**src/rtl/pinirq_pkg.sv**
```systemverilog
// Package: register addresses and the decoded write strobes shared by the
// pin interrupt controller. Assumes byte addresses on 32-bit word bounds.
package pinirq_pkg;
    localparam int ADDR_W = 6;

    localparam logic [ADDR_W-1:0] A_MODE = 6'h00;
    localparam logic [ADDR_W-1:0] A_RENA = 6'h04;
    localparam logic [ADDR_W-1:0] A_RSET = 6'h08;
    localparam logic [ADDR_W-1:0] A_RCLR = 6'h0C;
    localparam logic [ADDR_W-1:0] A_FENA = 6'h10;
    localparam logic [ADDR_W-1:0] A_FSET = 6'h14;
    localparam logic [ADDR_W-1:0] A_FCLR = 6'h18;
    localparam logic [ADDR_W-1:0] A_RFLG = 6'h1C;
    localparam logic [ADDR_W-1:0] A_FFLG = 6'h20;
    localparam logic [ADDR_W-1:0] A_STAT = 6'h24;

    typedef struct packed {
        logic mode_we;
        logic rena_we;
        logic rena_set;
        logic rena_clr;
        logic fena_we;
        logic fena_set;
        logic fena_clr;
        logic rflg_clr;
        logic fflg_clr;
        logic stat_clr;
    } wr_dec_t;
endpackage

```
**src/rtl/pinirq_sync.sv**
```systemverilog
// Module: multi-stage synchronizer that also keeps one extra delayed copy,
// so that the caller can compare the current and previous synchronized
// value. Assumes asynchronous inputs; all stages reset to 0.
module pinirq_sync #(
    parameter int W      = 8,
    parameter int STAGES = 2
) (
    input  logic         clk,
    input  logic         rst_n,
    input  logic [W-1:0] din,
    output logic [W-1:0] cur,
    output logic [W-1:0] prev
);
    localparam int DEPTH = STAGES + 1;

    logic [DEPTH-1:0][W-1:0] stg;

    genvar g;
    generate
        for (g = 0; g < DEPTH; g++) begin : g_stage
            // One register stage of the chain.
            always_ff @(posedge clk) begin
                if (!rst_n) stg[g] <= '0;
                else        stg[g] <= (g == 0) ? din : stg[(g == 0) ? 0 : g-1];
            end
        end
    endgenerate

    assign cur  = stg[STAGES-1];
    assign prev = stg[STAGES];
endmodule

```
**src/rtl/pinirq_regs.sv**
```systemverilog
// Module: mode and enable registers with direct, set-alias and clear-alias
// writes. Assumes the decode struct carries at most one strobe per cycle.
module pinirq_regs #(
    parameter int NCH = 8
) (
    input  logic                 clk,
    input  logic                 rst_n,
    input  pinirq_pkg::wr_dec_t  dec,
    input  logic [NCH-1:0]       wbits,
    output logic [NCH-1:0]       mode,
    output logic [NCH-1:0]       rena,
    output logic [NCH-1:0]       fena
);
    // Mode word: one bit per channel, 1 = level.
    always_ff @(posedge clk) begin
        if (!rst_n)          mode <= '0;
        else if (dec.mode_we) mode <= wbits;
    end

    // Rise / level enable with its set and clear aliases.
    always_ff @(posedge clk) begin
        if (!rst_n)            rena <= '0;
        else if (dec.rena_we)  rena <= wbits;
        else if (dec.rena_set) rena <= rena | wbits;
        else if (dec.rena_clr) rena <= rena & ~wbits;
    end

    // Fall enable / level polarity with its set and clear aliases.
    always_ff @(posedge clk) begin
        if (!rst_n)            fena <= '0;
        else if (dec.fena_we)  fena <= wbits;
        else if (dec.fena_set) fena <= fena | wbits;
        else if (dec.fena_clr) fena <= fena & ~wbits;
    end
endmodule

```
**src/rtl/pinirq_chan.sv**
```systemverilog
// Module: one channel's edge flags, sticky edge status and level evaluation.
// Assumes cur/prev come from a synchronizer; clear inputs are per channel.
module pinirq_chan (
    input  logic clk,
    input  logic rst_n,
    input  logic mode,
    input  logic rena,
    input  logic fena,
    input  logic cur,
    input  logic prev,
    input  logic rflg_clr,
    input  logic fflg_clr,
    input  logic stat_clr,
    output logic rflg,
    output logic fflg,
    output logic edge_st,
    output logic stat,
    output logic irq
);
    logic rise_ev;
    logic fall_ev;
    logic lvl_hit;

    assign rise_ev = cur & ~prev;
    assign fall_ev = ~cur & prev;
    assign lvl_hit = rena & (cur == fena);

    // Raw rising flag: any rising edge sets it, write-one clears it.
    always_ff @(posedge clk) begin
        if (!rst_n)        rflg <= 1'b0;
        else if (rise_ev)  rflg <= 1'b1;
        else if (rflg_clr) rflg <= 1'b0;
    end

    // Raw falling flag: any falling edge sets it, write-one clears it.
    always_ff @(posedge clk) begin
        if (!rst_n)        fflg <= 1'b0;
        else if (fall_ev)  fflg <= 1'b1;
        else if (fflg_clr) fflg <= 1'b0;
    end

    // Sticky edge status: enabled edges set it, write-one clears it.
    always_ff @(posedge clk) begin
        if (!rst_n)                                      edge_st <= 1'b0;
        else if (mode)                                   edge_st <= 1'b0;
        else if ((rise_ev & rena) | (fall_ev & fena))    edge_st <= 1'b1;
        else if (stat_clr)                               edge_st <= 1'b0;
    end

    assign stat = mode ? lvl_hit : edge_st;
    assign irq  = mode ? lvl_hit : (edge_st & (rena | fena));
endmodule

```
**src/rtl/pinirq_ctrl.sv**
```systemverilog
// Module: top of the eight-channel pin interrupt controller. Decodes the
// register bus, holds the enables, synchronizes the pins and runs one
// channel slice per input. Assumes single-cycle write strobes and a
// combinational read of the addressed word.
module pinirq_ctrl #(
    parameter int NCH         = 8,
    parameter int DW          = 32,
    parameter int SYNC_STAGES = 2
) (
    input  logic                          clk,
    input  logic                          rst_n,
    input  logic                          reg_wr,
    input  logic [pinirq_pkg::ADDR_W-1:0] reg_addr,
    input  logic [DW-1:0]                 reg_wdata,
    output logic [DW-1:0]                 reg_rdata,
    input  logic [NCH-1:0]                pin_in,
    output logic [NCH-1:0]                irq_out
);
    import pinirq_pkg::*;

    localparam int PAD = DW - NCH;

    wr_dec_t        dec;
    logic [NCH-1:0] wbits;
    logic [NCH-1:0] mode, rena, fena;
    logic [NCH-1:0] cur, prev;
    logic [NCH-1:0] rflg, fflg, edge_st, stat;
    logic           unused_hi;

    assign wbits     = reg_wdata[NCH-1:0];
    assign unused_hi = ^reg_wdata[DW-1:NCH];

    // Write decode: one strobe per register address.
    always_comb begin
        dec          = '0;
        dec.mode_we  = reg_wr && (reg_addr == A_MODE);
        dec.rena_we  = reg_wr && (reg_addr == A_RENA);
        dec.rena_set = reg_wr && (reg_addr == A_RSET);
        dec.rena_clr = reg_wr && (reg_addr == A_RCLR);
        dec.fena_we  = reg_wr && (reg_addr == A_FENA);
        dec.fena_set = reg_wr && (reg_addr == A_FSET);
        dec.fena_clr = reg_wr && (reg_addr == A_FCLR);
        dec.rflg_clr = reg_wr && (reg_addr == A_RFLG);
        dec.fflg_clr = reg_wr && (reg_addr == A_FFLG);
        dec.stat_clr = reg_wr && (reg_addr == A_STAT);
    end

    pinirq_regs #(.NCH(NCH)) u_regs (
        .clk   (clk),
        .rst_n (rst_n),
        .dec   (dec),
        .wbits (wbits),
        .mode  (mode),
        .rena  (rena),
        .fena  (fena)
    );

    pinirq_sync #(.W(NCH), .STAGES(SYNC_STAGES)) u_sync (
        .clk   (clk),
        .rst_n (rst_n),
        .din   (pin_in),
        .cur   (cur),
        .prev  (prev)
    );

    genvar c;
    generate
        for (c = 0; c < NCH; c++) begin : g_chan
            pinirq_chan u_chan (
                .clk      (clk),
                .rst_n    (rst_n),
                .mode     (mode[c]),
                .rena     (rena[c]),
                .fena     (fena[c]),
                .cur      (cur[c]),
                .prev     (prev[c]),
                .rflg_clr (dec.rflg_clr & wbits[c]),
                .fflg_clr (dec.fflg_clr & wbits[c]),
                .stat_clr (dec.stat_clr & wbits[c]),
                .rflg     (rflg[c]),
                .fflg     (fflg[c]),
                .edge_st  (edge_st[c]),
                .stat     (stat[c]),
                .irq      (irq_out[c])
            );
        end
    endgenerate

    // Read mux: alias and unused addresses read as zero.
    always_comb begin
        case (reg_addr)
            A_MODE:  reg_rdata = {{PAD{1'b0}}, mode};
            A_RENA:  reg_rdata = {{PAD{1'b0}}, rena};
            A_FENA:  reg_rdata = {{PAD{1'b0}}, fena};
            A_RFLG:  reg_rdata = {{PAD{1'b0}}, rflg};
            A_FFLG:  reg_rdata = {{PAD{1'b0}}, fflg};
            A_STAT:  reg_rdata = {{PAD{1'b0}}, stat};
            default: reg_rdata = '0;
        endcase
    end
endmodule

```
**config.mk**
```make
export PLATFORM = sky130hd
export DESIGN_NAME = pinirq_ctrl
export DESIGN_NICKNAME = d
export VERILOG_FILES = /design/src/rtl/pinirq_pkg.sv /design/src/rtl/pinirq_sync.sv /design/src/rtl/pinirq_regs.sv /design/src/rtl/pinirq_chan.sv /design/src/rtl/pinirq_ctrl.sv
export SDC_FILE = /design/constraint.sdc
export NUM_CORES = 1
export LEC_CHECK = 0
export BUFFER_PORTS_ARGS = -buffer_cell sky130_fd_sc_hd__clkbuf_2
export CAP_MARGIN = 20
export CORE_UTILIZATION = 45
export CTS_CLUSTER_SIZE = 25
export DETAILED_ROUTE_END_ITERATION = 6
export MAX_ROUTING_LAYER = met4
export PLACE_DENSITY = 0.77
export SLEW_MARGIN = 20
export SYNTH_ARGS = -nofsm -noshare
export SYNTH_HDL_FRONTEND = slang
export SYNTH_HIERARCHICAL = 1
export SYNTH_SLANG_ARGS = --single-unit
```
**constraint.sdc**
```tcl
create_clock -name clk -period 1.8 [get_ports clk]
set_input_delay 0.27 -clock clk [delete_from_list [all_inputs] [get_ports clk]]
set_output_delay 0.27 -clock clk [all_outputs]
set_load 0.02 [all_outputs]
```
==> results of run 1 <==
how the worst max path moves through the flow:
stage | to | slack [ns] | cells after the start
after global routing | reg_rdata[2] | -0.22 | 7
final | reg_rdata[2] | -0.17 | 7
after CTS | reg_rdata[2] | -0.14 | 7
after floorplan | flip-flop | 0.02 | 8
after detailed placement | reg_rdata[7] | -0.34 | 6
after global placement | reg_rdata[7] | -0.30 | 6
layout by cell type (no fill, tap or decap), types with 10 or more instances in the layout:
master,n
sky130_fd_sc_hd__a32oi_1,16
sky130_fd_sc_hd__dfxtp_2,12
sky130_fd_sc_hd__nor2_1,16
sky130_fd_sc_hd__and2_1,30
sky130_fd_sc_hd__clkbuf_2,29
sky130_fd_sc_hd__nand2_1,25
sky130_fd_sc_hd__clkbuf_8,16
sky130_fd_sc_hd__mux2i_1,18
sky130_fd_sc_hd__nor3_2,10
sky130_fd_sc_hd__conb_1,24
sky130_fd_sc_hd__a21oi_1,12
sky130_fd_sc_hd__buf_4,48
sky130_fd_sc_hd__nand3b_1,13
sky130_fd_sc_hd__and2_2,18
sky130_fd_sc_hd__inv_1,29
sky130_fd_sc_hd__dfxtp_1,53
sky130_fd_sc_hd__nor2b_1,41
stage by stage:
stage	utilization	total power [mW]	hold WS (ns)	cells	setup TNS [ns]
CTS	0.555	3.44	0.104	642	-0.558
finish	0.572	3.44	0.118	645	-0.534
detailed placement	0.506	2.01	0.423	619	-8.55
global route	0.572	3.56	0.108	645	-1.13
floorplan	-	1.94	0.388	488	0
global placement	0.506	2.00	0.416	619	-6.73
report_power, final:
part	internal (mW)	total [mW]	switching (mW)
clock network	0.811	1.43	0.624
logic	0.152	0.345	0.193
registers	1.63	1.66	0.0290
total	2.59	3.44	0.846
routing by layer:
metal | up-vias | part of all wire
met1 | 1652 | 0.42
li1 | 1661 | -
met3 | 24 | 0.076
met5 | - | 0
met2 | 158 | 0.48
met4 | 0 | 0.023
what timing repair did:
action	4_1_cts	5_1_grt
pin swaps	6	10
gates resized for setup	46	37
setup buffers	7	3
endpoints found under the setup margin	8	15
cell type report:
| cell class | count | area (µm²) | share of cell area |
|---|---|---|---|
| Multi-Input combinational cell | 325 | 2310 | 0.464 |
| Sequential cell | 72 | 1480 | 0.297 |
| Timing Repair Buffer | 92 | 712 | 0.143 |
| Clock buffer | 10 | 138 | 0.0276 |
| Tap cell | 108 | 135 | 0.0271 |
| Inverter | 32 | 121 | 0.0243 |
| Clock inverter | 6 | 82.6 | 0.0166 |
==> flow_summary.json, run 1 <==
{
  "clock_sinks": 72,
  "antenna_left": 0,
  "num_rows": 34,
  "met2_usage": 0.340,
  "grt_max_degree": 73,
  "clk_transition_reported_paths_ns": 0.08,
  "cap_viol_max_count": 0,
  "fin_nets": 581,
  "die_width_um": 97.0,
  "rr_worst_depth": 4,
  "layout_setup_ws_ns": -0.170,
  "grt_first_pass_wirelength_um": 16300,
  "clock-skew-final_ns": 0.00921,
  "global_route.usage.met3": 0.0549,
  "failed_checks": "design-rule violations, negative setup slack",
  "final.period_utilization": 1.09,
  "numPortBuffers": 40,
  "post_synth_inst_count": 465,
  "die_area_mm2": 0.00941,
  "power_density_mw_per_mm2": 689,
  "end_kind": "output port",
  "first_global_vias": 3314,
  "critPathBufInv": 1,
  "power.ir.vdd_worst_v": 0.000564,
  "dr_total_vias": 3495,
  "die_height_um": 97.0,
  "timing.reg2reg.setup_slack_ns": 0.63,
  "syn_avg_cell_area_um2": 8.73,
  "tritoncts": "built",
  "grt_setup_unrepaired": "true",
  "fmax_mhz": 508,
  "io_pins": 89,
  "grt_antenna_before_repair": 0,
  "grtUsageTotal": 0.222,
  "antenna_cells_inserted": 0,
  "number_of_setup_violations_in_the_final_report": 8,
  "drt_iter0_markers": 278,
  "clock_latency_ns": 0.35,
  "cts-htree-levels": 3,
  "cts_buffers": 9,
  "start_util": 0.466,
  "gp_routability_congestion": 0.893,
  "delay_contributed_by_the_slowest_stage_of_the_critical_path_ns": 0.36,
  "worst_max_slew_pin_slew_ns": 0.517,
  "critical_path.reg2reg.endpoint": "g_chan[6].u_chan/edge_st",
  "global_route.peak_usage_layer": "met2",
  "timing.critical_path.from": "u_sync/cur[2]",
  "critPathArrivalTime_ns": 1.70,
  "crit_type": "flip-flop to output port",
  "detailed_place_hpwl_um": 6850,
  "worstSetupStartpointType": "flip-flop",
  "overflow": 0,
  "post_drt_via_cell_ratio": 5.42,
  "hold_viol": 0,
  "syn_to_final_growth_pct": 22.8,
  "worst_ep_required_time_ns": 1.53,
  "detail_route.wirelength_um": 10300,
  "final-max-slew-violation-count": 0,
  "core-area_mm2": 0.00872,
  "crit_path_max_delay_family": "flip-flops",
  "p_leak_nw": 1.97,
  "status": "finished, violations left",
  "post_synth_instance_area_mm2": 0.00406,
  "min_from": "pin_in[7]",
  "worst_slew_margin_rel": 0.652,
  "fillerInstances": 722,
  "postLayoutCellArea_mm2": 0.00499,
  "avgRoutedWirePerCell_um": 16.0,
  "post_cts_hold_buffer_count": 0,
  "globalRouteMet1Util": 0.278,
  "drc": 2,
  "worst_hold_endpoint": "u_sync/stg[7]",
  "layout_cells_sized_above_1": 0.343,
  "clockBufferDepth": 2,
  "place_worst_setup_slack_ns": -0.343,
  "holdCritPathClass": "input pin to flip-flop",
  "ctsRootBufferMaster": "sky130_fd_sc_hd__clkbuf_8",
  "yosys_warnings": 6,
  "crit_fanout": 2,
  "dpl_cell_area_mm2": 0.00441,
  "series_of_cell_instances_along_the_critical_path": "xnor2_2, nand3_2, nand2_1, mux2i_1, nor3_2, a221o_1, clkbuf_8",
  "drtPass1Iterations": 7,
  "final_period_minus_worst_setup_slack_ns": 1.97,
  "cp_slowest_cell": "sky130_fd_sc_hd__dfxtp_4",
  "hold_depth": 2
}
Power figures use the tool's default switching activity.
==> run 2: changes to the inputs <==
--- a/config.mk
+++ b/config.mk
@@ -12,6 +12,7 @@
 export DETAILED_ROUTE_END_ITERATION = 6
 export MAX_ROUTING_LAYER = met4
 export PLACE_DENSITY = 0.77
+export RECOVER_POWER = 100
 export SLEW_MARGIN = 20
 export SYNTH_ARGS = -nofsm -noshare
 export SYNTH_HDL_FRONTEND = slang
==> run 2 against run 1 <==
  * Largest cell class unchanged
  * Power fell by 0.55%
  * Flip-flop and latch count unchanged
  * Critical path type unchanged
  * The run ends with negative setup slack left
  * Via count hardly changed
  * Worst hold slack better by 0.0016 ns
  * Global-route usage unchanged
  * Die area stayed put
  * Combinational power shrank 3%
  * Non-clock buffer count unchanged
  * Worst setup slack better by 0.0062 ns
==> flow_summary.json, run 2 (synthesis results as in run 1) <==
{
  "status": "finished, violations left",
  "failed_checks": "negative setup slack",
  "tritoncts": "built",
  "worst_ep_required_time_ns": 1.53,
  "grt_antenna_before_repair": 0,
  "ctsRootBufferMaster": "sky130_fd_sc_hd__clkbuf_8",
  "grt_setup_unrepaired": "true",
  "leading_cell_type_in_the_layout_fill_and_taps_excluded": "sky130_fd_sc_hd__dfxtp_1",
  "start_util": 0.466,
  "die_height_um": 97.0,
  "dpl_cell_area_mm2": 0.00441,
  "numPortBuffers": 40,
  "clockBufferDepth": 2,
  "fmax_mhz": 509,
  "final-max-slew-violation-count": 0,
  "worst_slew_margin_rel": 0.248,
  "p_leak_nw": 1.91,
  "end_kind": "output port",
  "first_global_vias": 3314,
  "cts_buffers": 9,
  "postLayoutCellArea_mm2": 0.00490,
  "final_period_minus_worst_setup_slack_ns": 1.96,
  "crit_type": "flip-flop to output port",
  "post_cts_hold_buffer_count": 0,
  "hold_viol": 0,
  "number_of_setup_violations_in_the_final_report": 23,
  "core-area_mm2": 0.00872,
  "worstSetupStartpointType": "flip-flop",
  "power_density_mw_per_mm2": 697,
  "clock-skew-final_ns": 0.00914,
  "drt_iter0_markers": 305,
  "power.ir.vdd_worst_v": 0.000546,
  "cts-htree-levels": 3,
  "antenna_cells_inserted": 0,
  "holdCritPathClass": "input pin to flip-flop",
  "critPathArrivalTime_ns": 1.69,
  "post_drt_via_cell_ratio": 5.41,
  "grt_max_degree": 73,
  "crit_fanout": 2,
  "syn_to_final_growth_pct": 20.8,
  "io_pins": 89,
  "place_worst_setup_slack_ns": -0.343,
  "cap_viol_max_count": 0,
  "layout.cells.most_common_list": "sky130_fd_sc_hd__dfxtp_1, sky130_fd_sc_hd__nor2b_1, sky130_fd_sc_hd__buf_4",
  "drc": 0,
  "layout_cells_sized_above_1": 0.311,
  "drtPass1Iterations": 5,
  "post-place-cells": 619,
  "overflow": 0,
  "final-instance-count-excl-fill": 645,
  "finalPower_mw": 3.42,
  "detail_route.wirelength_um": 10300,
  "min_from": "pin_in[7]",
  "gp_routability_congestion": 0.893,
  "clock_latency_ns": 0.35,
  "antenna_left": 0,
  "grtUsageTotal": 0.222,
  "die_width_um": 97.0,
  "die_area_mm2": 0.00941,
  "final.period_utilization": 1.09,
  "avgRoutedWirePerCell_um": 16.0,
  "num_rows": 34,
  "fin_nets": 581,
  "timing.critical_path.from": "u_sync/cur[2]",
  "grt_first_pass_wirelength_um": 16300,
  "detailed_place_hpwl_um": 6850,
  "worst_max_slew_pin_slew_ns": 1.13,
  "clk_transition_reported_paths_ns": 0.08,
  "layout_setup_ws_ns": -0.163,
  "clock_sinks": 72,
  "fillerInstances": 739,
  "worst_hold_slack_ns": 0.120,
  "dr_total_vias": 3492
}
## run 2: cell count changes in the layout (fill, tap and decap cells not counted), moves of 2 or more
cell	previous run	this run
sky130_fd_sc_hd__and2_1	30	25
sky130_fd_sc_hd__clkbuf_2	29	26
sky130_fd_sc_hd__buf_4	48	33
sky130_fd_sc_hd__buf_12	3	1
sky130_fd_sc_hd__and2_0	0	5
sky130_fd_sc_hd__clkbuf_1	0	15
sky130_fd_sc_hd__clkbuf_4	1	5
## run 2: final cells by class
| type | instances | area (µm²) | share of cell area |
|---|---|---|---|
| multi-input combinational | 325 | 2310 | 0.471 |
| sequential | 72 | 1480 | 0.302 |
| timing repair buffer | 92 | 637 | 0.130 |
| clock buffer | 10 | 138 | 0.0281 |
| tap | 108 | 135 | 0.0276 |
| inverter | 32 | 121 | 0.0247 |
| clock inverter | 6 | 82.6 | 0.0168 |
## run 2: layer usage
metal | vias to the layer above | part of all wire | GRT usage
met3 | 29 | 0.068 | 0.0549
met1 | 1648 | 0.43 | 0.278
met4 | 0 | 0.028 | 0.0964
li1 | 1663 | - | -
met2 | 152 | 0.48 | 0.340
met5 | - | 0 | -
## run 2: final timing paths
| check | to | slack [ns] | cells after the start |
|---|---|---|---|
| hold reg to reg | u_sync/cur[1] | 0.44 | 1 |
| setup reg to reg | g_chan[6].u_chan/edge_st | 0.63 | 4 |
| hold / removal | u_sync/stg[7] | 0.12 | 2 |
| setup / recovery | reg_rdata[2] | -0.16 | 7 |
## run 2: through the flow
| stage | utilization | TNS, ns |
|---|---|---|
| 6_report | 0.562 | -1.18 |
| 5_1_grt | 0.562 | -2.51 |
| 4_1_cts | 0.555 | -0.558 |
| 3_5_place_dp | 0.506 | -8.55 |
| 3_3_place_gp | 0.506 | -6.73 |
| 2_1_floorplan | - | 0 |
## run 2: report_power, final
part	leakage (nW)	internal [mW]	switching (mW)
Combinational	1.20	0.144	0.192
Sequential	0.596	1.63	0.0289
Clock	0.112	0.810	0.614
## run 2: timing repair
action,in CTS,in global routing
endpoints found under the setup margin,8,15
gates resized for setup,46,37
setup buffers,7,3
pin swaps,6,10
## run 2: critical path, cell delays in order (launching register included)
cell and delay [ns]:
sky130_fd_sc_hd__dfxtp_4 0.36, sky130_fd_sc_hd__xnor2_2 0.13, sky130_fd_sc_hd__nand3_2 0.07, sky130_fd_sc_hd__nand2_1 0.07, sky130_fd_sc_hd__mux2i_1 0.17, sky130_fd_sc_hd__nor3_2 0.07, sky130_fd_sc_hd__a221o_1 0.30, sky130_fd_sc_hd__clkbuf_8 0.17
==> run 3: changes to the inputs <==
--- a/config.mk
+++ b/config.mk
@@ -5,13 +5,14 @@
 export SDC_FILE = /design/constraint.sdc
 export NUM_CORES = 1
 export LEC_CHECK = 0
+export ABC_AREA = 1
 export BUFFER_PORTS_ARGS = -buffer_cell sky130_fd_sc_hd__clkbuf_2
 export CAP_MARGIN = 20
-export CORE_UTILIZATION = 45
+export CORE_UTILIZATION = 49
 export CTS_CLUSTER_SIZE = 25
 export DETAILED_ROUTE_END_ITERATION = 6
 export MAX_ROUTING_LAYER = met4
-export PLACE_DENSITY = 0.77
+export PLACE_DENSITY = 0.82
 export RECOVER_POWER = 100
 export SLEW_MARGIN = 20
 export SYNTH_ARGS = -nofsm -noshare
==> run 3 against run 2 <==
  * The flow still finishes with violations (negative setup slack)
  * Routed wire length rose by 8.1%
  * Sequential power barely moved
  * Flip-flop and latch count did not move
  * Maximum frequency rose by 8.1%
  * Core utilization rose by 0.87 points
  * Non-clock buffer count fell by 26
  * Register-to-register slack improved by 0.32 ns
  * Via count rose by 21%
  * Cell count rose by 26%
  * Clock power fell by 3%
  * Critical path type unchanged
  * Global-route usage rose by 4.2 points
  * Synthesized cell count rose by 42%
  * Largest power group unchanged
==> flow_summary.json, run 3 <==
{
  "start_util": 0.510,
  "overflow": 0,
  "fin_nets": 754,
  "numPortBuffers": 40,
  "crit_type": "flip-flop to output port",
  "detail_route.wirelength_um": 11100,
  "p_leak_nw": 2.36,
  "failed_checks": "negative setup slack",
  "delay_contributed_by_the_slowest_stage_of_the_critical_path_ns": 0.37,
  "critPathArrivalTime_ns": 1.55,
  "io_pins": 89,
  "critPathBufInv": 1,
  "final_period_minus_worst_setup_slack_ns": 1.82,
  "syn_avg_cell_area_um2": 6.43,
  "layout_cells_sized_above_1": 0.207,
  "clock_latency_ns": 0.36,
  "worst_slew_margin_rel": 0.331,
  "clock_sinks": 72,
  "die_height_um": 94.9,
  "post-place-cells": 790,
  "dr_total_vias": 4229,
  "tritoncts": "built",
  "die_width_um": 94.9,
  "num_rows": 33,
  "antenna_cells_inserted": 0,
  "final.period_utilization": 1.01,
  "post_synth_inst_count": 658,
  "layout_setup_ws_ns": -0.0169,
  "die_area_mm2": 0.00901,
  "syn_to_final_growth_pct": 12.0,
  "crit_path_frequent_cell": "sky130_fd_sc_hd__nand2_1",
  "worstSetupStartpointType": "flip-flop",
  "final-instance-count-excl-fill": 814,
  "timing.reg2reg.setup_slack_ns": 0.95,
  "post_synth_instance_area_mm2": 0.00423,
  "worst_hold_slack_ns": 0.0927,
  "leading_cell_type_in_the_layout_fill_and_taps_excluded": "sky130_fd_sc_hd__nand2_1",
  "cap_viol_max_count": 0,
  "yosys_warnings": 6,
  "power.clock.fraction": 0.410,
  "cts_buffers": 9,
  "layout.cells.most_common_list": "sky130_fd_sc_hd__nand2_1, sky130_fd_sc_hd__inv_1, sky130_fd_sc_hd__nor2_1",
  "globalRouteMet1Util": 0.319,
  "grt_setup_unrepaired": "true",
  "crit_fanout": 6,
  "share_seq_of_total_power": 0.493,
  "power_report.internal_total_mw": 2.48,
  "power.combinational.fraction": 0.096,
  "core-area_mm2": 0.00830,
  "clock-skew-final_ns": 0.00742,
  "series_of_cell_instances_along_the_critical_path": "o21a_1, nand2_1, nand2_1, nand3_1, nand2_1, nor2_1, nand2_1, buf_6",
  "global_route.peak_usage_layer": "met2",
  "grt_first_pass_wirelength_um": 17800,
  "power_density_mw_per_mm2": 708,
  "worst_max_slew_pin_slew_ns": 1.00,
  "switching_power_share_of_the_total": 0.260,
  "detailed_place_hpwl_um": 7500,
  "met2_usage": 0.433,
  "end_kind": "output port",
  "place_worst_setup_slack_ns": 0.0931,
  "power.switching_mw": 0.871,
  "clk_transition_reported_paths_ns": 0.07,
  "post_cts_hold_buffer_count": 0,
  "ctsRootBufferMaster": "sky130_fd_sc_hd__clkbuf_8",
  "antenna_left": 0,
  "drtPass1Iterations": 5,
  "global_route.usage.met3": 0.0483,
  "drc": 0,
  "worst_ep_required_time_ns": 1.53,
  "finalPower_mw": 3.36,
  "crit_path_max_delay_family": "simple AND/OR/NAND/NOR gates",
  "clockBufferDepth": 2,
  "cp_slowest_cell": "sky130_fd_sc_hd__dfxtp_2",
  "grtUsageTotal": 0.264,
  "gp_routability_congestion": 0.891,
  "post_drt_via_cell_ratio": 5.20,
  "grt_max_degree": 21,
  "number_of_setup_violations_in_the_final_report": 1,
  "status": "finished, violations left",
  "holdCritPathClass": "input pin to flip-flop",
  "hold_viol": 0,
  "fmax_mhz": 550,
  "cts-htree-levels": 3,
  "grt_antenna_before_repair": 0,
  "first_global_vias": 3942,
  "power.ir.vdd_worst_v": 0.000507,
  "finish.utilization": 0.571,
  "avgRoutedWirePerCell_um": 13.7,
  "drt_iter0_markers": 273,
  "final-max-slew-violation-count": 0
}
## run 3: area by class of cell
type / instances / area [µm²]
fillers: 810 / 3560
well taps: 105 / 131
clock inverters: 6 / 85.1
clock buffers: 9 / 124
repair buffers: 66 / 429
inverters: 121 / 459
flip-flops and latches: 72 / 1490
multi-input cells: 435 / 2020
## run 3: metal layers
| layer | wire length [µm] | share of wire |
|---|---|---|
| met3 | 1010 | 0.091 |
| met5 | 0 | 0 |
| met4 | 272 | 0.024 |
| met2 | 5360 | 0.48 |
| met1 | 4500 | 0.40 |
## run 3: path summary, 6_finish.rpt
check / cells past startpoint / from / endpoint
worst max-delay path: 8 / flip-flop / reg_rdata[6]
worst min-delay path: 3 / pin_in[7] / u_sync/stg[7]
worst max register to register: 6 / u_sync/cur[6] / g_chan[6].u_chan/edge_st
worst min register to register: 2 / u_sync/stg[4] / u_sync/cur[4]
## run 3: through the flow
step,setup TNS (ns),cell area (µm²)
detailed placement,0,4380
floorplan,0,4320
global route,-0.420,4740
CTS,-0.0115,4610
finish,-0.0169,4740
global placement,0,4380
## run 3: worst reg2reg max path, delay by kind of cell (launching register included)
family	cells	cell delay (ns)
DFF	1	0.35
and+or+nand+nor	3	0.19
buffers and inverters	3	0.21
## run 3: timing repair
item / CTS / global route
gates resized for setup: 13 / 51
hold endpoints to repair: 0 / 0
setup endpoints to repair: 8 / 8
pin swaps: 0 / 13
buffers inserted: 1 / 8
## run 3: power groups by stage
| stage | Sequential (mW) | Combinational [mW] | Clock (mW) |
|---|---|---|---|
| 2_1_floorplan | 1.69 | 0.271 | 0 |
| 3_3_place_gp | 1.70 | 0.295 | 0 |
| 3_5_place_dp | 1.70 | 0.306 | 0 |
| 4_1_cts | 1.66 | 0.310 | 1.39 |
| 5_1_grt | 1.66 | 0.356 | 1.46 |
| 6_report | 1.66 | 0.323 | 1.38 |
